$ cat config.mk
export PLATFORM = sky130hd
export DESIGN_NAME = nest_irq_resolver
export DESIGN_NICKNAME = d
export VERILOG_FILES = /design/src/rtl/irq_res_pkg.sv /design/src/rtl/irq_first_set.sv /design/src/rtl/irq_eligible.sv /design/src/rtl/irq_isr_bank.sv /design/src/rtl/nest_irq_resolver.sv
export SDC_FILE = /design/constraint.sdc
export NUM_CORES = 1
export LEC_CHECK = 0
export ABC_AREA = 1
export BUFFER_PORTS_ARGS = -buffer_cell sky130_fd_sc_hd__buf_2
export CORE_MARGIN = 4
export CORE_UTILIZATION = 58
export DETAILED_ROUTE_END_ITERATION = 16
export PLACE_DENSITY_LB_ADDON = 0.25
export SKIP_CTS_REPAIR_TIMING = 1
export SLEW_MARGIN = 15
export SYNTH_ARGS = -nofsm -noshare
export SYNTH_HDL_FRONTEND = slang
export SYNTH_HIERARCHICAL = 1
export SYNTH_SLANG_ARGS = --single-unit
$ cat constraint.sdc
create_clock -name clk -period 6.9 [get_ports clk]
set_clock_uncertainty 0.15 [all_clocks]
set_input_delay 1.38 -clock clk [delete_from_list [all_inputs] [get_ports clk]]
set_output_delay 1.38 -clock clk [all_outputs]
set_load 0.01 [all_outputs]
$ cat src/rtl/irq_res_pkg.sv
package irq_res_pkg;

  typedef enum logic {
    NEST_NORMAL  = 1'b0,
    NEST_SPECIAL = 1'b1
  } nest_mode_e;

endpackage

$ cat src/rtl/irq_first_set.sv
module irq_first_set #(
  parameter int W = 8
) (
  input  logic [W-1:0] vec,
  output logic [W-1:0] onehot,
  output logic         any
);
  // prefix chain: seen[i] is high when some lower-index bit is set
  logic [W:0] seen;

  assign seen[0] = 1'b0;

  for (genvar i = 0; i < W; i++) begin : g_chain
    assign onehot[i]  = vec[i] & ~seen[i];
    assign seen[i+1]  = seen[i] | vec[i];
  end

  assign any = seen[W];

endmodule

$ cat src/rtl/irq_eligible.sv
module irq_eligible
  import irq_res_pkg::*;
#(
  parameter int W = 8
) (
  input  logic [W-1:0] pend,
  input  logic [W-1:0] isr,
  input  nest_mode_e   mode,
  output logic [W-1:0] elig
);
  logic [W-1:0] clear_above;
  logic [W-1:0] top_isr;
  logic [W-1:0] allowed;

  for (genvar i = 0; i < W; i++) begin : g_lvl
    if (i == 0) begin : g_first
      assign clear_above[i] = 1'b1;
    end else begin : g_rest
      assign clear_above[i] = ~|isr[i-1:0];
    end
    // highest-priority level currently in service
    assign top_isr[i] = isr[i] & clear_above[i];
    // strictly above everything in service, or same level in special mode
    assign allowed[i] = (clear_above[i] & ~isr[i]) |
                        ((mode == NEST_SPECIAL) & top_isr[i]);
  end

  assign elig = pend & allowed;

endmodule

$ cat src/rtl/irq_isr_bank.sv
module irq_isr_bank #(
  parameter int W = 8
) (
  input  logic         clk,
  input  logic         rst,
  input  logic [W-1:0] set_oh,
  input  logic         eoi,
  output logic [W-1:0] isr_q,
  output logic [W-1:0] isr_next
);
  logic [W-1:0] lowest;

  for (genvar i = 0; i < W; i++) begin : g_low
    if (i == 0) begin : g_first
      assign lowest[i] = isr_q[i];
    end else begin : g_rest
      assign lowest[i] = isr_q[i] & ~|isr_q[i-1:0];
    end
  end

  // clear works on the old contents; a grant set takes precedence
  assign isr_next = (isr_q & ~(eoi ? lowest : '0)) | set_oh;

  always_ff @(posedge clk) begin
    if (rst) isr_q <= '0;
    else     isr_q <= isr_next;
  end

endmodule

$ cat src/rtl/nest_irq_resolver.sv
module nest_irq_resolver
  import irq_res_pkg::*;
#(
  parameter int NUM_LINES = 8,
  localparam int ID_W = (NUM_LINES > 1) ? $clog2(NUM_LINES) : 1
) (
  input  logic                 clk,
  input  logic                 rst,
  input  logic [NUM_LINES-1:0] irq_lines,
  input  logic                 mask_wr,
  input  logic [NUM_LINES-1:0] mask_data,
  input  logic                 special_nest,
  input  logic                 ack,
  input  logic                 eoi,
  output logic                 irq_out,
  output logic                 ack_valid,
  output logic [ID_W-1:0]      ack_id,
  output logic [NUM_LINES-1:0] in_service
);
  nest_mode_e           mode;
  logic [NUM_LINES-1:0] req_q, mask_q, isr_q;
  logic [NUM_LINES-1:0] elig_now, win_oh, set_oh;
  logic [NUM_LINES-1:0] req_next, mask_next, isr_next, elig_next;
  logic                 win_any, grant;
  logic [ID_W-1:0]      win_idx;
  logic                 intr_q, avalid_q;
  logic [ID_W-1:0]      aid_q;

  assign mode = special_nest ? NEST_SPECIAL : NEST_NORMAL;

  irq_eligible #(.W(NUM_LINES)) u_elig_now (
    .pend (req_q & ~mask_q),
    .isr  (isr_q),
    .mode (mode),
    .elig (elig_now)
  );

  irq_first_set #(.W(NUM_LINES)) u_pick (
    .vec    (elig_now),
    .onehot (win_oh),
    .any    (win_any)
  );

  always_comb begin
    win_idx = '0;
    for (int i = 0; i < NUM_LINES; i++) begin
      if (win_oh[i]) win_idx = ID_W'(i);
    end
  end

  assign grant     = ack & win_any;
  assign set_oh    = grant ? win_oh : '0;
  assign req_next  = irq_lines & ~set_oh;
  assign mask_next = mask_wr ? mask_data : mask_q;

  irq_isr_bank #(.W(NUM_LINES)) u_isr (
    .clk      (clk),
    .rst      (rst),
    .set_oh   (set_oh),
    .eoi      (eoi),
    .isr_q    (isr_q),
    .isr_next (isr_next)
  );

  // interrupt output looks at the post-edge state so it never lags a grant
  irq_eligible #(.W(NUM_LINES)) u_elig_next (
    .pend (req_next & ~mask_next),
    .isr  (isr_next),
    .mode (mode),
    .elig (elig_next)
  );

  always_ff @(posedge clk) begin
    if (rst) begin
      req_q    <= '0;
      mask_q   <= '0;
      intr_q   <= 1'b0;
      avalid_q <= 1'b0;
      aid_q    <= '0;
    end else begin
      req_q    <= req_next;
      mask_q   <= mask_next;
      intr_q   <= |elig_next;
      avalid_q <= grant;
      if (grant) aid_q <= win_idx;
    end
  end

  assign irq_out    = intr_q;
  assign ack_valid  = avalid_q;
  assign ack_id     = aid_q;
  assign in_service = isr_q;

endmodule

# After elaboration in Yosys (flattened, before gate mapping)
# Cells that the tools add are included.
[word_totals] reg_bits=29 in_bits=22 out_inout_bits=13
[op_classes] muxes=11 bitwise_logic=109 n_reduce_logical=27
[op_table] op="AND 1 bit" n=52
[op_table] op="AND 8 bit" n=6
[op_table] op="NOT 8 bit" n=4
[op_table] op="two-way mux 8 bit" n=3
[op_table] op="NOT 1 bit" n=23
[op_table] op="OR 1 bit" n=23
[op_table] op="two-way mux 3 bit" n=6
[op_table] op="zero test 1 bit" n=14
[op_table] op="OR reduction 7 bit" n=2
[op_table] op="OR reduction 6 bit" n=2
[op_table] op="OR reduction 5 bit" n=2
[op_table] op="OR 8 bit" n=1
[op_table] op="OR reduction 4 bit" n=2
[op_table] op="OR reduction 8 bit" n=1
[op_table] op="OR reduction 3 bit" n=2
[op_table] op="OR reduction 2 bit" n=2
[op_table] op="two-way mux 1 bit" n=2

# Longest topological paths before layout
# Gate-level depths: netlist of run 1.
[logic_depth] ltp_word=23 ltp_mapped=19 mapped_depth_nobuf=19

# By module
# The synthesis of run 1 kept the hierarchy.
[modules_own_cells] mod="nest_irq_resolver" instances=1 cells_each=147 area_per_inst_um2=944.7
[modules_own_cells] mod="irq_isr_bank" instances=1 cells_each=53 area_per_inst_um2=350.3
[modules_own_cells] mod="irq_eligible" instances=2 cells_each=29 area_per_inst_um2=133.9
[modules_own_cells] mod="irq_first_set" instances=1 cells_each=21 area_per_inst_um2=112.6

# Worst setup path after synthesis of run 1
# Ideal clock, no wire load.
[synth_timing] path_type="in2reg" startpoint="input special_nest" endpoint="register intr_q, in the netlist irq_out" setup_time_ps=81 arrival_time_ps=3031 required_time_ps=6669 slack_ps=3638 path_stages=18 n_path_buf=1 path_cell_list="inv_2 -> nand2_1 -> nand2_1 -> nor2_1 -> nor2_2 -> nand3_2 -> nor2_2 -> nand4_1 -> nand2_2 -> buf_6 -> nor2_1 -> inv_1 -> nand2_1 -> nor2_4 -> nand3_2 -> nor2_1 -> nor2_1 -> a41oi_1"
[synth_between] elab_chain_len=21 word_cells_on_any_way=98
[synth_lines] item="start, declared" line_no="nest_irq_resolver.sv:12" text="input logic special_nest,"
[synth_lines] item="two-way mux 1 bit (*)" line_no="nest_irq_resolver.sv:29" text="assign mode = special_nest ? NEST_SPECIAL : NEST_NORMAL;"
[synth_lines] item="AND 1 bit (*)" line_no="irq_eligible.sv:25" text="((mode == NEST_SPECIAL) & top_isr[i]);"
[synth_lines] item="OR 1 bit (*)" line_no="irq_eligible.sv:24" text="assign allowed[i] = (clear_above[i] & ~isr[i]) |"
[synth_lines] item="AND 8 bit (*)" line_no="irq_eligible.sv:28" text="assign elig = pend & allowed;"
[synth_lines] item="via elig_now[1]" line_no="nest_irq_resolver.sv:22" text="logic [NUM_LINES-1:0] elig_now, win_oh, set_oh;"
[synth_lines] item="OR 1 bit (*) (7 in a row)" line_no="irq_first_set.sv:15" text="assign seen[i+1] = seen[i] | vec[i];"
[synth_lines] item="via win_any" line_no="nest_irq_resolver.sv:24" text="logic win_any, grant;"
[synth_lines] item="AND 1 bit (*)" line_no="nest_irq_resolver.sv:51" text="assign grant = ack & win_any;"
[synth_lines] item="(+1 left out)"
[synth_lines] item="via set_oh[1]" line_no="nest_irq_resolver.sv:22"
[synth_lines] item="(+1 left out)"
[synth_lines] item="via isr_next[1]" line_no="nest_irq_resolver.sv:23" text="logic [NUM_LINES-1:0] req_next, mask_next, isr_next, elig_next;"
[synth_lines] item="OR reduction 5 bit (*)" line_no="irq_eligible.sv:19" text="assign clear_above[i] = ~|isr[i-1:0];"
[synth_lines] item="zero test 1 bit (*)" line_no="irq_eligible.sv:19"
[synth_lines] item="AND 1 bit" line_no="irq_eligible.sv:22" text="assign top_isr[i] = isr[i] & clear_above[i];"
[synth_lines] item="AND 1 bit" line_no="irq_eligible.sv:25"
[synth_lines] item="OR 1 bit (*)" line_no="irq_eligible.sv:24"
[synth_lines] item="AND 8 bit (*)" line_no="irq_eligible.sv:28"
[synth_lines] item="via elig_next[5]" line_no="nest_irq_resolver.sv:23"
[synth_lines] item="OR reduction 8 bit (*)" line_no="nest_irq_resolver.sv:83" text="intr_q <= |elig_next;"
[synth_lines] item="end signal, assigned" line_no="nest_irq_resolver.sv:83"
[synth_lines] item="end, declared" line_no="nest_irq_resolver.sv:26" text="logic intr_q, avalid_q;"
# The timed path passes the listed nets; every way through them passes the cells marked *.
# A chain may end at the register's enable or synchronous reset.

# Worst setup path in the final report of run 1
[layout_timing] startpoint="input special_nest" endpoint="register intr_q, in the netlist irq_out"
[layout_between] elab_chain_len=21 word_cells_on_any_way=98
[layout_lines] item="two-way mux 1 bit (*)" line_no="nest_irq_resolver.sv:29"
[layout_lines] item="AND 1 bit (*)" line_no="irq_eligible.sv:25"
[layout_lines] item="OR 1 bit (*)" line_no="irq_eligible.sv:24"
[layout_lines] item="AND 8 bit (*)" line_no="irq_eligible.sv:28"
[layout_lines] item="via elig_now[1]" line_no="nest_irq_resolver.sv:22"
[layout_lines] item="OR 1 bit (*) (7 in a row)" line_no="irq_first_set.sv:15"
[layout_lines] item="via win_any" line_no="nest_irq_resolver.sv:24"
[layout_lines] item="AND 1 bit (*)" line_no="nest_irq_resolver.sv:51"
[layout_lines] item="(+2 left out)"
[layout_lines] item="OR reduction 7 bit" line_no="irq_eligible.sv:19"
[layout_lines] item="zero test 1 bit" line_no="irq_eligible.sv:19"
[layout_lines] item="AND 1 bit" line_no="irq_eligible.sv:22"
[layout_lines] item="AND 1 bit" line_no="irq_eligible.sv:25"
[layout_lines] item="OR 1 bit" line_no="irq_eligible.sv:24"
[layout_lines] item="AND 8 bit (*)" line_no="irq_eligible.sv:28"
[layout_lines] item="via elig_next[7]" line_no="nest_irq_resolver.sv:23"
[layout_lines] item="OR reduction 8 bit (*)" line_no="nest_irq_resolver.sv:83"
# Marks and branches as above.

==> results of run 1 <==
critical path: stages:
cell and delay (ns):
sky130_fd_sc_hd__buf_2 0.15, sky130_fd_sc_hd__inv_2 0.12, sky130_fd_sc_hd__nand2_1 0.07, sky130_fd_sc_hd__nand2_1 0.07
sky130_fd_sc_hd__nor2_1 0.08, sky130_fd_sc_hd__nor2_2 0.15, sky130_fd_sc_hd__nand3_2 0.08, sky130_fd_sc_hd__nor2_2 0.12
sky130_fd_sc_hd__nand4_1 0.11, sky130_fd_sc_hd__nand2_2 0.26, sky130_fd_sc_hd__inv_1 0.11, sky130_fd_sc_hd__nand2_1 0.12
sky130_fd_sc_hd__nand2_1 0.08, sky130_fd_sc_hd__nor2_1 0.10, sky130_fd_sc_hd__inv_1 0.04, sky130_fd_sc_hd__nor2_1 0.08
sky130_fd_sc_hd__nand3_1 0.08, sky130_fd_sc_hd__nor2_1 0.10, sky130_fd_sc_hd__nor2_1 0.05, sky130_fd_sc_hd__a41oi_1 0.14
cells in the final DEF, fill, tap and decap left out, drive strengths merged, types with 2 or more instances in the layout:
cell type,instances
a21boi,2
a21oi,13
buf,34
clkbuf,7
dfxtp,29
inv,64
nand2,48
nand3,11
nand4,2
nor2,72
nor3,4
o21ai,25
worst max-delay path by stage:
stage | start | end | slack (ns) | depth (start not counted)
global placement | special_nest | irq_out$_SDFF_PP0_ | 3.35 | 20
global route | special_nest | irq_out$_SDFF_PP0_ | 3.22 | 20
finish | special_nest | irq_out$_SDFF_PP0_ | 3.53 | 20
floorplan | special_nest | irq_out$_SDFF_PP0_ | 3.64 | 18
CTS | special_nest | irq_out$_SDFF_PP0_ | 3.58 | 20
detailed placement | special_nest | irq_out$_SDFF_PP0_ | 3.24 | 20
state kept, by name (all words and copies together) (netlist names):
| name | cells |
|---|---|
| ack_id | 3 |
| u_isr/isr_q | 8 |
| req_q | 8 |
| ack_valid | 1 |
| mask_q | 8 |
| irq_out | 1 |
routing by layer:
layer,vias to the layer above,wire [um]
met5,-,0
met4,0,34
met3,5,288
met2,63,1840
met1,707,1650
li1,907,-
per-stage QoR:
stage | utilization | std cells | total power, mW
final | 0.699 | 346 | 0.414
after floorplan | - | 279 | 0.248
after global routing | 0.699 | 346 | 0.437
after CTS | 0.699 | 346 | 0.414
after detailed placement | 0.668 | 338 | 0.270
after global placement | 0.668 | 338 | 0.269
power by group through the flow:
stage	clock network (mW)	logic (mW)	registers, mW
3_5_place_dp	0	0.0821	0.187
3_3_place_gp	0	0.0814	0.187
5_1_grt	0.157	0.0959	0.185
4_1_cts	0.148	0.0830	0.184
6_report	0.147	0.0832	0.183
2_1_floorplan	0	0.0599	0.188
cell families after synthesis:
| logic type | count (synthesis) |
|---|---|
| AND/OR/NAND/NOR | 139 |
| AO/OA/AOI/OAI | 41 |
| buffers and inverters | 70 |
| flip-flops | 29 |
layout make-up:
type                    instances  area share
well taps                      31      0.0201
multi-input cells             180       0.421
repair buffers                 34      0.0883
flip-flops and latches         29       0.301
inverters                      64       0.125
clock buffers                   7      0.0286
clock inverters                 1      0.0156
==> results.toml, run 1 <==
[sta]
worstMarginPinSlew_ns = 0.515
final-hold-violation-count = 0
post-route-min-period_ns = 3.37
setup_repair_after_global_routing_missed_its_margin = "false"
timing.final.crit_share = 0.489
worst_slack_ns = 3.53
fmax_ghz = 0.296
relSlewSlack = 0.657
setup_total_negative_slack_ns = 0
final.hold.worst_slack_ns = 0.370
setup-violations-final = 0
total_count_of_max_transition_violations_in_the_final_report = 0

[worst_setup_path]
cp-start-kind = "input pin"
reg2regPathDepth = 16
worst_r2r_endpoint = "irq_out$_SDFF_PP0_"
critical_path_required_ns = 7.00
regToRegSetupSlack_ns = 4.38
crit-reg2reg-launch = "u_isr/isr_q[0]$_SDFF_PP0_"
critical_path_arrival_ns = 3.48
cp_max_fo = 19
crit_type = "in -> reg"
worstSetupEndpointType = "flop"

[synth]
yosys.cell_count.top_type = "sky130_fd_sc_hd__nor2_1"
post_synth_xor_area_fraction = 0
ys_top_cells_by_count = "66 x sky130_fd_sc_hd__nor2_1, 62 x sky130_fd_sc_hd__inv_1, 47 x sky130_fd_sc_hd__nand2_1"
largest_family_of_logic_cells_by_synthesized_area = "simple AND/OR/NAND/NOR gates"
synth.largest_area_cell = "sky130_fd_sc_hd__dfxtp_1"
ys_types = 23
synth_nets = 301
ys.flop_type = "sky130_fd_sc_hd__dfxtp_1"
yosys-top-cells-area = "sky130_fd_sc_hd__dfxtp_1 35%, sky130_fd_sc_hd__nor2_1 15%, sky130_fd_sc_hd__inv_1 14%, sky130_fd_sc_hd__nand2_1 11%, sky130_fd_sc_hd__o21ai_0 5.7%"
yosysSeqAreaShare = 0.347
ys.warnings.count = 6
seq_cells_post_synth = 29
fraction_of_registers_with_async_set_or_reset_after_synthesis = 0
synth_compound_area_frac = 0.128
yosys.area_share.simple = 0.357
synth_largest_type_area_fraction = 0.347
synthesis.area_per_instance_um2 = 6.00
syn_std_cell_area_um2 = 1680
synth.mux.area_fraction = 0
yosys.area_share.adder = 0
number_of_enable_type_register_cells_in_the_synthesized_netlist = 0
synthesis.instances = 279

[place]
post-place-ws_ns = 3.24
gp_routability_congestion = 0.927
port_buffers = 34
postPlaceCellArea_um2 = 1840
hpwlAfterDp_mm = 2.91

[finish]
post-route-cell-area_um2 = 1930
antenna_cells_inserted = 0
nFillCells = 254
register_area_um2 = 581
multi_input_comb_area_um2 = 812
nets = 336
area.growth.synth_to_final_pct = 15.0
final_layout_size_suffix_gt1_frac = 0.171

[global_routing]
grt.met1_usage = 0.258
grt_antenna_before_repair = 0
grt_first_pass_wirelength_mm = 6.16
overall_fraction_of_global_route_tracks_in_use = 0.224
global_route.overflow_total = 0
grt_pass1_vias = 1457
grt_use_met3 = 0.0764
grt_start_max_net_pins = 29
busiest_layer = "met2"
globalRouteMet2Util = 0.389

[routing]
vias_after_detailed_routing = 1682
drt_iter0_markers = 124
routed_wire_length_per_instance_um = 11.0
drtAntennaViolNets = 0
drt-total-wl_mm = 3.81
route.detailed.drc = 0
drtPass1Iterations = 4
route.detailed.vias_per_inst = 4.86

[floorplanning]
die_width_um = 61.7
die-area_um2 = 3810
pin_count = 35
initial_core_util = 0.608
core_area_um2 = 2760
die_h_um = 61.7
std_cell_rows = 19

[min_path]
worst_hold_path_cells = 2
hold_path_class = "reg -> reg"
min_from = "mask_q[2]$_SDFF_PP0_"
holdPathEnd = "mask_q[2]$_SDFF_PP0_"

[pwr]
power.ir.vdd_worst_mv = 0.194
p_leak_nw = 1.04
total_switching_power_mw = 0.119
power.density_cell_area_nw_per_um2 = 215
logic_gate_share_of_total_power = 0.201
netSwitchingFraction = 0.288
seqPwrFrac = 0.444
p_int_mw = 0.294
power.clock.fraction = 0.355

[flow_run]
cap_viol_max_count = 0

[clock_tree]
cts_inserted_buffers = 5
tritoncts = "done"
clock_sinks = 29
cts-root-to-sink-buffers = 2
cts_root_buffer = "sky130_fd_sc_hd__clkbuf_4"
clk_pin_slew_worst_paths_ns = 0.09
htreeDepth = 2
worst_skew_pair.late_latency_ns = 0.33

[status]
run_status = "finished clean"
(Power assumes the default switching activity.)
==> run 2: changes to the inputs <==
--- a/config.mk
+++ b/config.mk
@@ -8,7 +8,7 @@
 export ABC_AREA = 1
 export BUFFER_PORTS_ARGS = -buffer_cell sky130_fd_sc_hd__buf_2
 export CORE_MARGIN = 4
-export CORE_UTILIZATION = 58
+export CORE_UTILIZATION = 54
 export DETAILED_ROUTE_END_ITERATION = 16
 export PLACE_DENSITY_LB_ADDON = 0.25
 export SKIP_CTS_REPAIR_TIMING = 1
==> constraint.sdc (replaced) <==
create_clock -name clk -period 3.4 [get_ports clk]
set_clock_uncertainty 0.15 [all_clocks]
set_input_delay 0.68 -clock clk [delete_from_list [all_inputs] [get_ports clk]]
set_output_delay 0.68 -clock clk [all_outputs]
set_load 0.01 [all_outputs]
==> run 2 against run 1 <==
Global-route usage fell by 2.5 points; critical path type unchanged; non-clock buffer count unchanged; first-iteration DRC count grew 22%; sequential share of layout area is the same; count of clock-buffer cells in the layout unchanged; register-to-register slack worse by 3.5 ns; critical path depth unchanged; sequential power increased by 100%; die area rose by 6.4%; clock power is 100% higher; combinational power grew 100%; via count grew 1.1%.
==> results.toml, run 2 (synthesis results as in run 1) <==
[finish]
layout_commonest_cell = "sky130_fd_sc_hd__nor2_1"
final_core_util = 0.675
final_layout_size_suffix_gt1_frac = 0.171
nets = 336
area.growth.synth_to_final_pct = 15.0
antenna_cells_inserted = 0
most-common-layout-cells = "66 x sky130_fd_sc_hd__nor2_1, 62 x sky130_fd_sc_hd__inv_1, 47 x sky130_fd_sc_hd__nand2_1"
layout_top_registers = "mask_q: 8 flops, req_q: 8 flops, u_isr/isr_q: 8 flops"
post-route-cell-area_um2 = 1930

[routing]
route.detailed.vias_per_inst = 4.92
drt-total-wl_mm = 3.77
vias_after_detailed_routing = 1701
drt_iter0_markers = 151
drtAntennaViolNets = 0
routed_wire_length_per_instance_um = 10.9
drtPass1Iterations = 4
route.detailed.drc = 0

[sta]
setup_repair_after_global_routing_missed_its_margin = "false"
worst_slack_ns = 0.732
relSlewSlack = 0.665
timing.final.crit_share = 0.785
worstMarginPinSlew_ns = 0.503
setup-violations-final = 0
fmax_ghz = 0.375
post-route-min-period_ns = 2.67
final.hold.worst_slack_ns = 0.363
total_count_of_max_transition_violations_in_the_final_report = 0
setup_total_negative_slack_ns = 0
final-hold-violation-count = 0

[worst_setup_path]
critical_path_arrival_ns = 2.77
regToRegSetupSlack_ns = 0.90
crit_type = "in -> reg"
critical_path_required_ns = 3.50
worstSetupEndpointType = "flop"
cp-start-kind = "input pin"
cp_max_fo = 19

[floorplanning]
initial_core_util = 0.587
pin_count = 35
std_cell_rows = 19
die_h_um = 63.7
die-area_um2 = 4060
core_area_um2 = 2850
die_width_um = 63.7

[pwr]
power.ir.vdd_worst_mv = 0.409
power.density_cell_area_nw_per_um2 = 433
p_leak_nw = 1.04

[place]
postPlaceCellArea_um2 = 1840
hpwlAfterDp_mm = 2.97
gp_routability_congestion = 0.962
port_buffers = 34
post-place-ws_ns = 0.444

[clock_tree]
worst_skew_pair.late_latency_ns = 0.33
htreeDepth = 2
clock_sinks = 29
clk_pin_slew_worst_paths_ns = 0.09
cts-root-to-sink-buffers = 2
tritoncts = "done"
cts_inserted_buffers = 5
cts_root_buffer = "sky130_fd_sc_hd__clkbuf_4"

[global_routing]
grt_first_pass_wirelength_mm = 6.32
grt_antenna_before_repair = 0
overall_fraction_of_global_route_tracks_in_use = 0.199
grt_start_max_net_pins = 29
global_route.overflow_total = 0
grt_pass1_vias = 1460

[status]
run_status = "finished clean"

[flow_run]
cap_viol_max_count = 0

[min_path]
hold_path_class = "reg -> reg"
[run 2: cell counts in the layout (fill, tap and decap cells not counted)]
Identical to the previous run, type by type.
[run 2: layout make-up]
| type | instances | area [um^2] |
|---|---|---|
| multi-input combinational | 180 | 812 |
| tap | 31 | 38.8 |
| clock buffer | 7 | 55.1 |
| timing repair buffer | 34 | 170 |
| clock inverter | 1 | 30.0 |
| sequential | 29 | 581 |
| inverter | 64 | 240 |
| fill | 283 | 926 |
[run 2: final timing paths]
path                                                start                    to  depth (start not counted)
worst max-delay path                         special_nest    irq_out$_SDFF_PP0_                         20
worst min-delay path                 mask_q[2]$_SDFF_PP0_  mask_q[2]$_SDFF_PP0_                          2
worst max register to register  u_isr/isr_q[1]$_SDFF_PP0_    irq_out$_SDFF_PP0_                         18
worst min register to register       mask_q[2]$_SDFF_PP0_  mask_q[2]$_SDFF_PP0_                          2
[run 2: where the power goes]
group | internal (mW) | switching (mW)
Clock | 0.175 | 0.118
Sequential | 0.361 | 0.0109
Combinational | 0.0610 | 0.108
Total | 0.597 | 0.237
[run 2: worst max-delay path: stages]
cell and delay, ns:
sky130_fd_sc_hd__buf_2 0.15, sky130_fd_sc_hd__inv_2 0.12, sky130_fd_sc_hd__nand2_1 0.06, sky130_fd_sc_hd__nand2_1 0.07, sky130_fd_sc_hd__nor2_1 0.08, sky130_fd_sc_hd__nor2_2 0.16, sky130_fd_sc_hd__nand3_2 0.09, sky130_fd_sc_hd__nor2_2 0.12
sky130_fd_sc_hd__nand4_1 0.12, sky130_fd_sc_hd__nand2_2 0.26, sky130_fd_sc_hd__inv_1 0.10, sky130_fd_sc_hd__nand2_1 0.12, sky130_fd_sc_hd__nand2_1 0.08, sky130_fd_sc_hd__nor2_1 0.10, sky130_fd_sc_hd__inv_1 0.04, sky130_fd_sc_hd__nor2_1 0.08
sky130_fd_sc_hd__nand3_1 0.08, sky130_fd_sc_hd__nor2_1 0.09, sky130_fd_sc_hd__nor2_1 0.05, sky130_fd_sc_hd__a41oi_1 0.14
[run 2: through the flow]
stage | power (mW) | std cells
4_1_cts | 0.839 | 346
5_1_grt | 0.888 | 346
3_3_place_gp | 0.546 | 338
2_1_floorplan | 0.504 | 279
3_5_place_dp | 0.547 | 338
6_report | 0.834 | 346
[run 2: per-layer routing]
layer  track usage  part of all wire
met5             0                 0
met2         0.319              0.46
met4        0.0943             0.026
met1         0.248              0.44
met3        0.0533             0.072
